--- config.mk ---
export PLATFORM = sky130hd
export DESIGN_NAME = mcore_top
export DESIGN_NICKNAME = d
export VERILOG_FILES = /design/src/rtl/mcore_pkg.sv /design/src/rtl/mcore_regfile.sv /design/src/rtl/mcore_alu.sv /design/src/rtl/mcore_decode.sv /design/src/rtl/mcore_top.sv
export SDC_FILE = /design/constraint.sdc
export NUM_CORES = 2
export LEC_CHECK = 0
export BUFFER_PORTS_ARGS = -buffer_cell sky130_fd_sc_hd__buf_2
export CORE_MARGIN = 2
export CORE_UTILIZATION = 55
export DETAILED_ROUTE_END_ITERATION = 12
export PLACE_DENSITY = 0.71
export SLEW_MARGIN = 20
export SYNTH_ARGS = -nofsm -noshare
export SYNTH_HDL_FRONTEND = slang
export SYNTH_HIERARCHICAL = 1
export SYNTH_SLANG_ARGS = --single-unit
--- constraint.sdc ---
create_clock -name clk -period 7 [get_ports clk]
set_input_delay 1.05 -clock clk [delete_from_list [all_inputs] [get_ports clk]]
set_output_delay 1.05 -clock clk [all_outputs]
set_load 0.02 [all_outputs]
--- src/rtl/mcore_pkg.sv ---
// Shared types for the multi-cycle core: opcodes, step states, arithmetic
// selections and the decoded control bundle. Assumes a fixed 32-bit encoding.
package mcore_pkg;

    typedef enum logic [5:0] {
        OP_NOP   = 6'd0,
        OP_ADD   = 6'd1,
        OP_ADDI  = 6'd2,
        OP_SUB   = 6'd3,
        OP_SLT   = 6'd4,
        OP_BNE   = 6'd5,
        OP_SW    = 6'd6,
        OP_LW    = 6'd7,
        OP_CACHE = 6'd8,
        OP_J     = 6'd9,
        OP_JAL   = 6'd10,
        OP_HALT  = 6'd11
    } opcode_e;

    typedef enum logic [1:0] {
        ALU_ADD = 2'd0,
        ALU_SUB = 2'd1,
        ALU_SLT = 2'd2
    } alu_op_e;

    typedef enum logic [2:0] {
        ST_FETCH  = 3'd0,
        ST_DECODE = 3'd1,
        ST_EXEC   = 3'd2,
        ST_MEM    = 3'd3,
        ST_WB     = 3'd4,
        ST_HALT   = 3'd5
    } state_e;

    typedef struct packed {
        alu_op_e    alu_op;
        logic       use_imm;
        logic       wb_en;
        logic [4:0] dest;
        logic       is_load;
        logic       is_store;
        logic       is_bne;
        logic       is_jump;
        logic       is_link;
        logic       is_cache;
        logic       is_halt;
    } ctrl_t;

    localparam logic [4:0] LINK_REG = 5'd31;

endpackage

--- src/rtl/mcore_regfile.sv ---
// Register file: two combinational read ports and one synchronous write port.
// Entry 0 is never written, so it always reads zero. A synchronous active-low
// reset clears every entry.
module mcore_regfile #(
    parameter int DATA_W = 32,
    parameter int REG_N  = 32,
    localparam int AW    = $clog2(REG_N)
) (
    input  logic              clk,
    input  logic              rst_n,
    input  logic [AW-1:0]     raddr_a,
    input  logic [AW-1:0]     raddr_b,
    output logic [DATA_W-1:0] rdata_a,
    output logic [DATA_W-1:0] rdata_b,
    input  logic              we,
    input  logic [AW-1:0]     waddr,
    input  logic [DATA_W-1:0] wdata
);

    logic [DATA_W-1:0] regs [REG_N];

    // Clear on reset, else store one result, never into entry 0.
    always_ff @(posedge clk) begin
        if (!rst_n) begin
            for (int i = 0; i < REG_N; i++) regs[i] <= '0;
        end else if (we && waddr != '0) begin
            regs[waddr] <= wdata;
        end
    end

    // Asynchronous reads.
    assign rdata_a = regs[raddr_a];
    assign rdata_b = regs[raddr_b];

    // entry 0 keeps zero whatever the write port does.
    a_r9_zero_reg: assert property (@(posedge clk) disable iff (!rst_n)
        regs[0] == '0);

endmodule

--- src/rtl/mcore_alu.sv ---
// Arithmetic unit: wrapping add and subtract, and a signed less-than compare.
// Also flags operand inequality for conditional branches.
module mcore_alu
    import mcore_pkg::*;
#(
    parameter int DATA_W = 32
) (
    input  alu_op_e           op,
    input  logic [DATA_W-1:0] a,
    input  logic [DATA_W-1:0] b,
    output logic [DATA_W-1:0] y,
    output logic              neq
);

    // Select the result for the requested operation.
    always_comb begin
        unique case (op)
            ALU_SUB: y = a - b;
            ALU_SLT: y = {{(DATA_W-1){1'b0}}, ($signed(a) < $signed(b))};
            default: y = a + b;
        endcase
    end

    assign neq = (a != b);

endmodule

--- src/rtl/mcore_decode.sv ---
// Instruction decoder: splits the fixed-format word into register fields, the
// sign-extended immediate and the jump target, and builds the control bundle.
// Unknown opcodes decode to an all-zero bundle, which behaves as a no-op.
module mcore_decode
    import mcore_pkg::*;
(
    input  logic [31:0] instr,
    output ctrl_t       ctrl,
    output logic [4:0]  rs,
    output logic [4:0]  rt,
    output logic [31:0] imm_ext,
    output logic [25:0] target
);

    logic [4:0] rd;

    assign rs      = instr[25:21];
    assign rt      = instr[20:16];
    assign rd      = instr[15:11];
    assign imm_ext = {{16{instr[15]}}, instr[15:0]};
    assign target  = instr[25:0];

    // Translate the opcode into step and datapath controls.
    always_comb begin
        ctrl = '0;
        case (instr[31:26])
            OP_ADD:   begin ctrl.wb_en = 1'b1; ctrl.dest = rd; end
            OP_SUB:   begin ctrl.wb_en = 1'b1; ctrl.dest = rd; ctrl.alu_op = ALU_SUB; end
            OP_SLT:   begin ctrl.wb_en = 1'b1; ctrl.dest = rd; ctrl.alu_op = ALU_SLT; end
            OP_ADDI:  begin ctrl.wb_en = 1'b1; ctrl.dest = rt; ctrl.use_imm = 1'b1; end
            OP_LW:    begin ctrl.wb_en = 1'b1; ctrl.dest = rt; ctrl.use_imm = 1'b1;
                            ctrl.is_load = 1'b1; end
            OP_SW:    begin ctrl.use_imm = 1'b1; ctrl.is_store = 1'b1; end
            OP_BNE:   ctrl.is_bne = 1'b1;
            OP_J:     ctrl.is_jump = 1'b1;
            OP_JAL:   begin ctrl.is_jump = 1'b1; ctrl.is_link = 1'b1;
                            ctrl.wb_en = 1'b1; ctrl.dest = LINK_REG; end
            OP_CACHE: ctrl.is_cache = 1'b1;
            OP_HALT:  ctrl.is_halt = 1'b1;
            default:  ctrl = '0;
        endcase
    end

endmodule

--- src/rtl/mcore_top.sv ---
// Multi-cycle core top: sequences fetch, decode, execute, an optional memory
// step and an optional write-back step. Assumes the instruction port answers
// combinationally and the data port completes a request on an edge where
// dmem_ready is high.
module mcore_top
    import mcore_pkg::*;
#(
    parameter int DATA_W = 32,
    parameter int REG_N  = 32,
    localparam int AW    = $clog2(REG_N)
) (
    input  logic              clk,
    input  logic              rst_n,
    output logic [31:0]       imem_addr,
    input  logic [31:0]       imem_rdata,
    output logic              dmem_rd,
    output logic              dmem_wr,
    output logic [DATA_W-1:0] dmem_addr,
    output logic [DATA_W-1:0] dmem_wdata,
    input  logic [DATA_W-1:0] dmem_rdata,
    input  logic              dmem_ready,
    output logic              cache_cmd_valid,
    output logic [1:0]        cache_cmd,
    output logic              halted
);

    state_e            state;
    logic [31:0]       pc, ir;
    logic [DATA_W-1:0] a_q, b_q, res_q;

    ctrl_t             ctrl;
    logic [4:0]        rs, rt;
    logic [31:0]       imm_ext;
    logic [25:0]       target;
    logic [DATA_W-1:0] rf_a, rf_b, alu_y, alu_b;
    logic              alu_neq;

    mcore_decode u_decode (
        .instr   (ir),
        .ctrl    (ctrl),
        .rs      (rs),
        .rt      (rt),
        .imm_ext (imm_ext),
        .target  (target)
    );

    mcore_regfile #(.DATA_W(DATA_W), .REG_N(REG_N)) u_regfile (
        .clk     (clk),
        .rst_n   (rst_n),
        .raddr_a (rs[AW-1:0]),
        .raddr_b (rt[AW-1:0]),
        .rdata_a (rf_a),
        .rdata_b (rf_b),
        .we      (state == ST_WB && ctrl.wb_en),
        .waddr   (ctrl.dest[AW-1:0]),
        .wdata   (res_q)
    );

    assign alu_b = ctrl.use_imm ? imm_ext[DATA_W-1:0] : b_q;

    mcore_alu #(.DATA_W(DATA_W)) u_alu (
        .op  (ctrl.alu_op),
        .a   (a_q),
        .b   (alu_b),
        .y   (alu_y),
        .neq (alu_neq)
    );

    // Step sequencer and datapath registers.
    always_ff @(posedge clk) begin
        if (!rst_n) begin
            state <= ST_FETCH;
            pc    <= '0;
            ir    <= '0;
            a_q   <= '0;
            b_q   <= '0;
            res_q <= '0;
        end else begin
            unique case (state)
                ST_FETCH: begin
                    ir    <= imem_rdata;
                    pc    <= pc + 32'd4;
                    state <= ST_DECODE;
                end
                ST_DECODE: begin
                    a_q   <= rf_a;
                    b_q   <= rf_b;
                    state <= ctrl.is_halt ? ST_HALT : ST_EXEC;
                end
                ST_EXEC: begin
                    res_q <= ctrl.is_link ? pc[DATA_W-1:0] : alu_y;
                    if (ctrl.is_bne && alu_neq) pc <= pc + {imm_ext[29:0], 2'b00};
                    if (ctrl.is_jump)           pc <= {4'b0000, target, 2'b00};
                    if (ctrl.is_load || ctrl.is_store) state <= ST_MEM;
                    else if (ctrl.wb_en)              state <= ST_WB;
                    else                              state <= ST_FETCH;
                end
                ST_MEM: begin
                    if (dmem_ready) begin
                        if (ctrl.is_load) begin
                            res_q <= dmem_rdata;
                            state <= ST_WB;
                        end else begin
                            state <= ST_FETCH;
                        end
                    end
                end
                ST_WB:   state <= ST_FETCH;
                default: state <= ST_HALT;
            endcase
        end
    end

    // Port drive from the current step.
    assign imem_addr       = pc;
    assign dmem_rd         = (state == ST_MEM) && ctrl.is_load;
    assign dmem_wr         = (state == ST_MEM) && ctrl.is_store;
    assign dmem_addr       = res_q;
    assign dmem_wdata      = b_q;
    assign cache_cmd_valid = (state == ST_EXEC) && ctrl.is_cache && (imm_ext < 32'd3);
    assign cache_cmd       = imm_ext[1:0];
    assign halted          = (state == ST_HALT);

    // a request waiting for ready keeps every field unchanged.
    a_r6_hold_request: assert property (@(posedge clk) disable iff (!rst_n)
        ((dmem_rd || dmem_wr) && !dmem_ready) |=>
            ($stable(dmem_addr) && $stable(dmem_wdata) && $stable(dmem_rd) && $stable(dmem_wr)));

    // halt is permanent and freezes the fetch address.
    a_r11_halt_sticky: assert property (@(posedge clk) disable iff (!rst_n)
        halted |=> (halted && $stable(imem_addr)));

    // each fetch moves the fetch address on by one word.
    a_r2_fetch_step: assert property (@(posedge clk) disable iff (!rst_n)
        (state == ST_FETCH) |=> (imem_addr == $past(imem_addr) + 32'd4));

    // only codes 0..2 are ever issued, and never together with a data request.
    a_r10_code_range: assert property (@(posedge clk) disable iff (!rst_n)
        cache_cmd_valid |-> (cache_cmd != 2'd3));

    // at most one outgoing action per cycle.
    a_r5_one_action: assert property (@(posedge clk) disable iff (!rst_n)
        $onehot0({dmem_rd, dmem_wr, cache_cmd_valid}));

endmodule

==> results by stage <==
Run status:
- The flow ran to the end, and the final reports show no timing, DRC or antenna violations.

Logic synthesis:
- The complex-gate fraction of the synthesized area is 0.116.
- A synthesized cell averages 10.7 um^2.
- The most used flip-flop cell after synthesis is edfxtp_1.
- The share of the Yosys chip area taken by registers is 0.489.
- The dominant combinational cell family by area after synthesis is simple AND/OR/NAND/NOR gates.
- The biggest area contributor in the post-synthesis netlist is edfxtp_1.
- Of the post-synthesis cell area, the part taken by muxes is 0.158.
- The summed instance area of the synthesized netlist is 0.0695 mm^2.
- By area the synthesized netlist is led by edfxtp_1 (44%), mux2i_1 (15%), and2_1 (9.0%).
- Counting flops with a built-in enable in the synthesized netlist gives 1024.
- The simple-gate portion of the synthesized area is 0.167.
- The area share of fa/ha/maj cells after synthesis is 0.0180.
- Of the post-synthesis cell area, the dominant cell type holds 0.442.
- The fraction of synthesized cell area in xor and xnor cells is 0.00453.
- The share of async-settable or async-resettable flops after synthesis is 0.
- Counting flops and latches in the post-synthesis netlist gives 1185.
- The synthesized netlist contains 105 unique library cells.
- The number of synthesis warnings is 6.
- The post-synthesis cell count is 6511.

STA:
- The worst path in the final design needs a cycle of 5.68 ns, including I/O delays and setup.
- The count of pins over their slew limit came to 0.
- Setup repair after global routing left no endpoint under its margin.
- The worst slew margin relative to its limit is 0.129.
- For the pin with the worst max-slew slack, the measured transition is 1.30 ns.
- The worst hold slack after final layout is 0.460 ns.
- The final total negative setup slack is 0 ns.
- For the final database, setup skew stands at 0.0374 ns.
- Setup violations remaining at the end of the flow were counted as 0.
- The number of failing hold endpoints at the final stage is 0.
- Derived from the worst setup path, the maximum achievable clock frequency is 0.176 GHz.
- In the finished design, the share of the clock period the worst path needs comes to 0.811.

Worst hold path:
- The worst hold path cell count is 2.
- In this run the worst hold path is classified as reg -> reg.
- The endpoint of the worst hold-timing path is dmem_addr[13].
- The source of the worst hold timing path is dmem_addr[13].

Route:
- After detailed routing, the total wire length is 250 mm.
- In the detailed route, the total length drawn on met3 is 27.0 mm.
- The violation count after the first detailed-routing iteration is 7966.
- The average vias per placed instance is 6.67.
- The remaining number of nets flagged by the antenna check after routing is 0.
- The top routing layer in use is met5.
- The number of optimization iterations in the first detailed-route pass is 6.
- The met1 wire length is 97.0 mm.
- The residual DRC count is 0.
- After detailed routing, the met2 layer carries 111 mm of wire.
- Dividing the detail-routed wire length by the instance count gives 30.7 um.
- The routed layout has 54300 vias.

Layout:
- The final layout net count is 6554.
- The area growth from synthesis to layout is 9.01%.
- The core utilization of the finished layout is 0.604.
- The share of final-layout standard cells stronger than drive strength 1 is 0.107.

Clock tree:
- The cell at the root of the clock tree is clkbuf_16.
- At the later pin of the worst-skew pair, clock insertion delay measures 0.80 ns.
- The clock transition at the registers of the reported paths is 0.06 ns.
- Clock tree synthesis inserted a total of 131 buffers.
- The maximum root-to-sink buffer count is 3.
- The total number of clock tree sinks is 1185.
- Gates resized during post-CTS repair numbered 0.
- The CTS tree is built.
- In this run the number of H-tree levels came out at 4.
- In this run, post-CTS hold repair placed 0 buffers.
- The count of buffers added by post-CTS timing repair for setup is 0.

Placed design:
- Detailed placement ended at an HPWL of 156 mm.
- The routability congestion estimate from global placement is 0.967.
- The number of port buffers is 166.

Floorplanning:
- After floorplanning, the core was divided into 130 placement rows.
- The die area is 0.129 mm^2.
- The die span in x is 360 um.
- For this design the top-level I/O count stands at 169.
- The core outline area is 0.126 mm^2.
- The effective utilization at floorplan is 0.554.
- The die is 360 um tall.

Critical path:
- The number of cells on the critical path is 19.
- The critical register-to-register path startpoint is ir[27].
- The data required time of the critical path is 7.67 ns.
- The maximum fanout along the worst path is 28.
- In this design, the stage delay of the slowest critical-path cell is 0.64 ns.
- Walking the worst path, the cells encountered are nand2b_1 -> nor4_2 -> o21bai_4 -> buf_4 -> mux2_2 -> inv_1 -> ha_1 -> inv_1 -> nor3_1 -> nand4_1 -> nor4_1 -> nand3_1 -> nand2_1 -> nand3_1 -> and2_1 -> buf_4 -> nand2_1 -> nor2_1 -> a221oi_1.
- The endpoint kind of the worst setup timing path is a flop.
- Across all register-to-register paths, the minimum setup slack is 1.32 ns.
- Measured in cells, the most critical reg-to-reg path has a length of 19.
- The kind of start point of the critical path is a flop.
- The highest-delay cell along the critical path is nor3_1.
- Counting both buffers and inverters, the worst setup path holds a total of 4.
- The endpoint identified for the worst register-to-register timing path is imem_addr[24].
- The critical path's top delay family is simple AND/OR/NAND/NOR gates.
- Data on the critical path arrives at its endpoint at 6.34 ns.
- The class of the most critical setup path is reg -> reg.
- In this run the worst setup path begins at ir[27].

GRT:
- The first-pass GRT wire length is 357 mm.
- The total overflow left after global routing is 0.
- The initial antenna violation count is 20.
- The number of global-route vias before repair is 51500.
- The largest net degree at the start of global routing is 104.
- The global router's overall resource usage is 0.377.

Pwr:
- For this design the ratio of total power to cell area is 264 mW/mm^2.
- Across the VDD grid, the largest voltage drop is 0.000259 V.
- The design draws 0.0200 W.
- The leakage power of the design is 27.7 nW.

Job:
- The max-cap check violation count is 0.
==> metrics by stage <==
step	instance area (um^2)	setup WS (ns)	instances
final	75800	1.32	8145
after floorplan	69700	2.00	6543
after CTS	75800	1.37	8138
after detailed placement	71600	1.38	7906
after global placement	71600	1.55	7905
after global routing	75800	0.987	8138
==> flip-flops by register name, indices dropped and copies added (netlist names) <==
register and cells:
state 3, imem_addr 30, a_q 32, ir 32, dmem_addr 32, u_regfile/regs 1024
dmem_wdata 32
==> power by group <==
| part | switching [W] | internal (W) |
|---|---|---|
| sequential | 0.000375 | 0.00797 |
| combinational | 0.00322 | 0.00160 |
| clock | 0.00293 | 0.00396 |
==> kinds of logic after synthesis <==
| family | Yosys count |
|---|---|
| fa+ha+maj | 98 |
| other cells | 2 |
| mux | 1091 |
| buf+inv | 712 |
| xor+xnor | 36 |
| flops | 1185 |
| compound gates | 1217 |
| simple gates | 2170 |
==> worst max-delay path by stage <==
| stage | end | slack (ns) |
|---|---|---|
| after floorplan | u_regfile/regs[28][0] | 2.00 |
| after global placement | dmem_addr[29] | 1.55 |
| after detailed placement | dmem_addr[29] | 1.38 |
| after CTS | dmem_addr[29] | 1.37 |
| after global routing | imem_addr[25] | 0.99 |
| final | imem_addr[24] | 1.32 |
==> cells in the final DEF (no fill, tap or decap), drive strengths merged, types with 162 or more instances in the layout <==
cell type and count:
a21oi 441, a22oi 195, and2 1004, buf 348
clkbuf 183, edfxtp 1024, mux2i 1059, nand2 552
nand3 231, nor2 162
==> synthesized netlist by cell type, types with 9 or more instances <==
library cell     n
a211oi_1        14
a21boi_0        19
a21o_1          33
a21oi_1        435
a221oi_1        14
a22o_1         128
a22oi_1        195
a31oi_1         87
and2_1        1004
and3_1          16
buf_1           39
buf_2           96
buf_4          139
clkbuf_1       337
clkbuf_2        19
dfxtp_1        161
edfxtp_1      1024
ha_1            95
inv_1           75
mux2_2          32
mux2i_1       1059
nand2_1        551
nand2b_1        16
nand3_1        230
nand3b_1        10
nand4_1         11
nor2_1         147
nor2_2           9
nor2b_1         14
nor3_1         101
nor4_1          14
o211ai_1        40
o21ai_0        104
o21bai_1        20
o22ai_1         22
o31ai_1          9
xnor2_1         24
xor2_1          12
==> metal layers <==
metal | vias up | global-route usage
met2 | 3402 | 0.573
li1 | 23400 | -
met3 | 705 | 0.0788
met4 | 12 | 0.210
met1 | 26800 | 0.504
met5 | - | 0
==> tightest hold or removal path, delay by kind of cell, from the launching register on <==
kind	cells	cell delay, ns
flops	1	0.31
simple gates	1	0.05
compound gates	1	0.05
==> area by class of cell <==
cell class	count	area [um^2]
Antenna cell	7	17.5
Clock buffer	183	3690
Clock inverter	49	497
Fill cell	10200	49800
Inverter	77	292
Multi-Input combinational cell	4646	32800
Sequential cell	1185	34000
Tap cell	1650	2060
Timing Repair Buffer	348	2440
(Power assumes the default switching activity.)
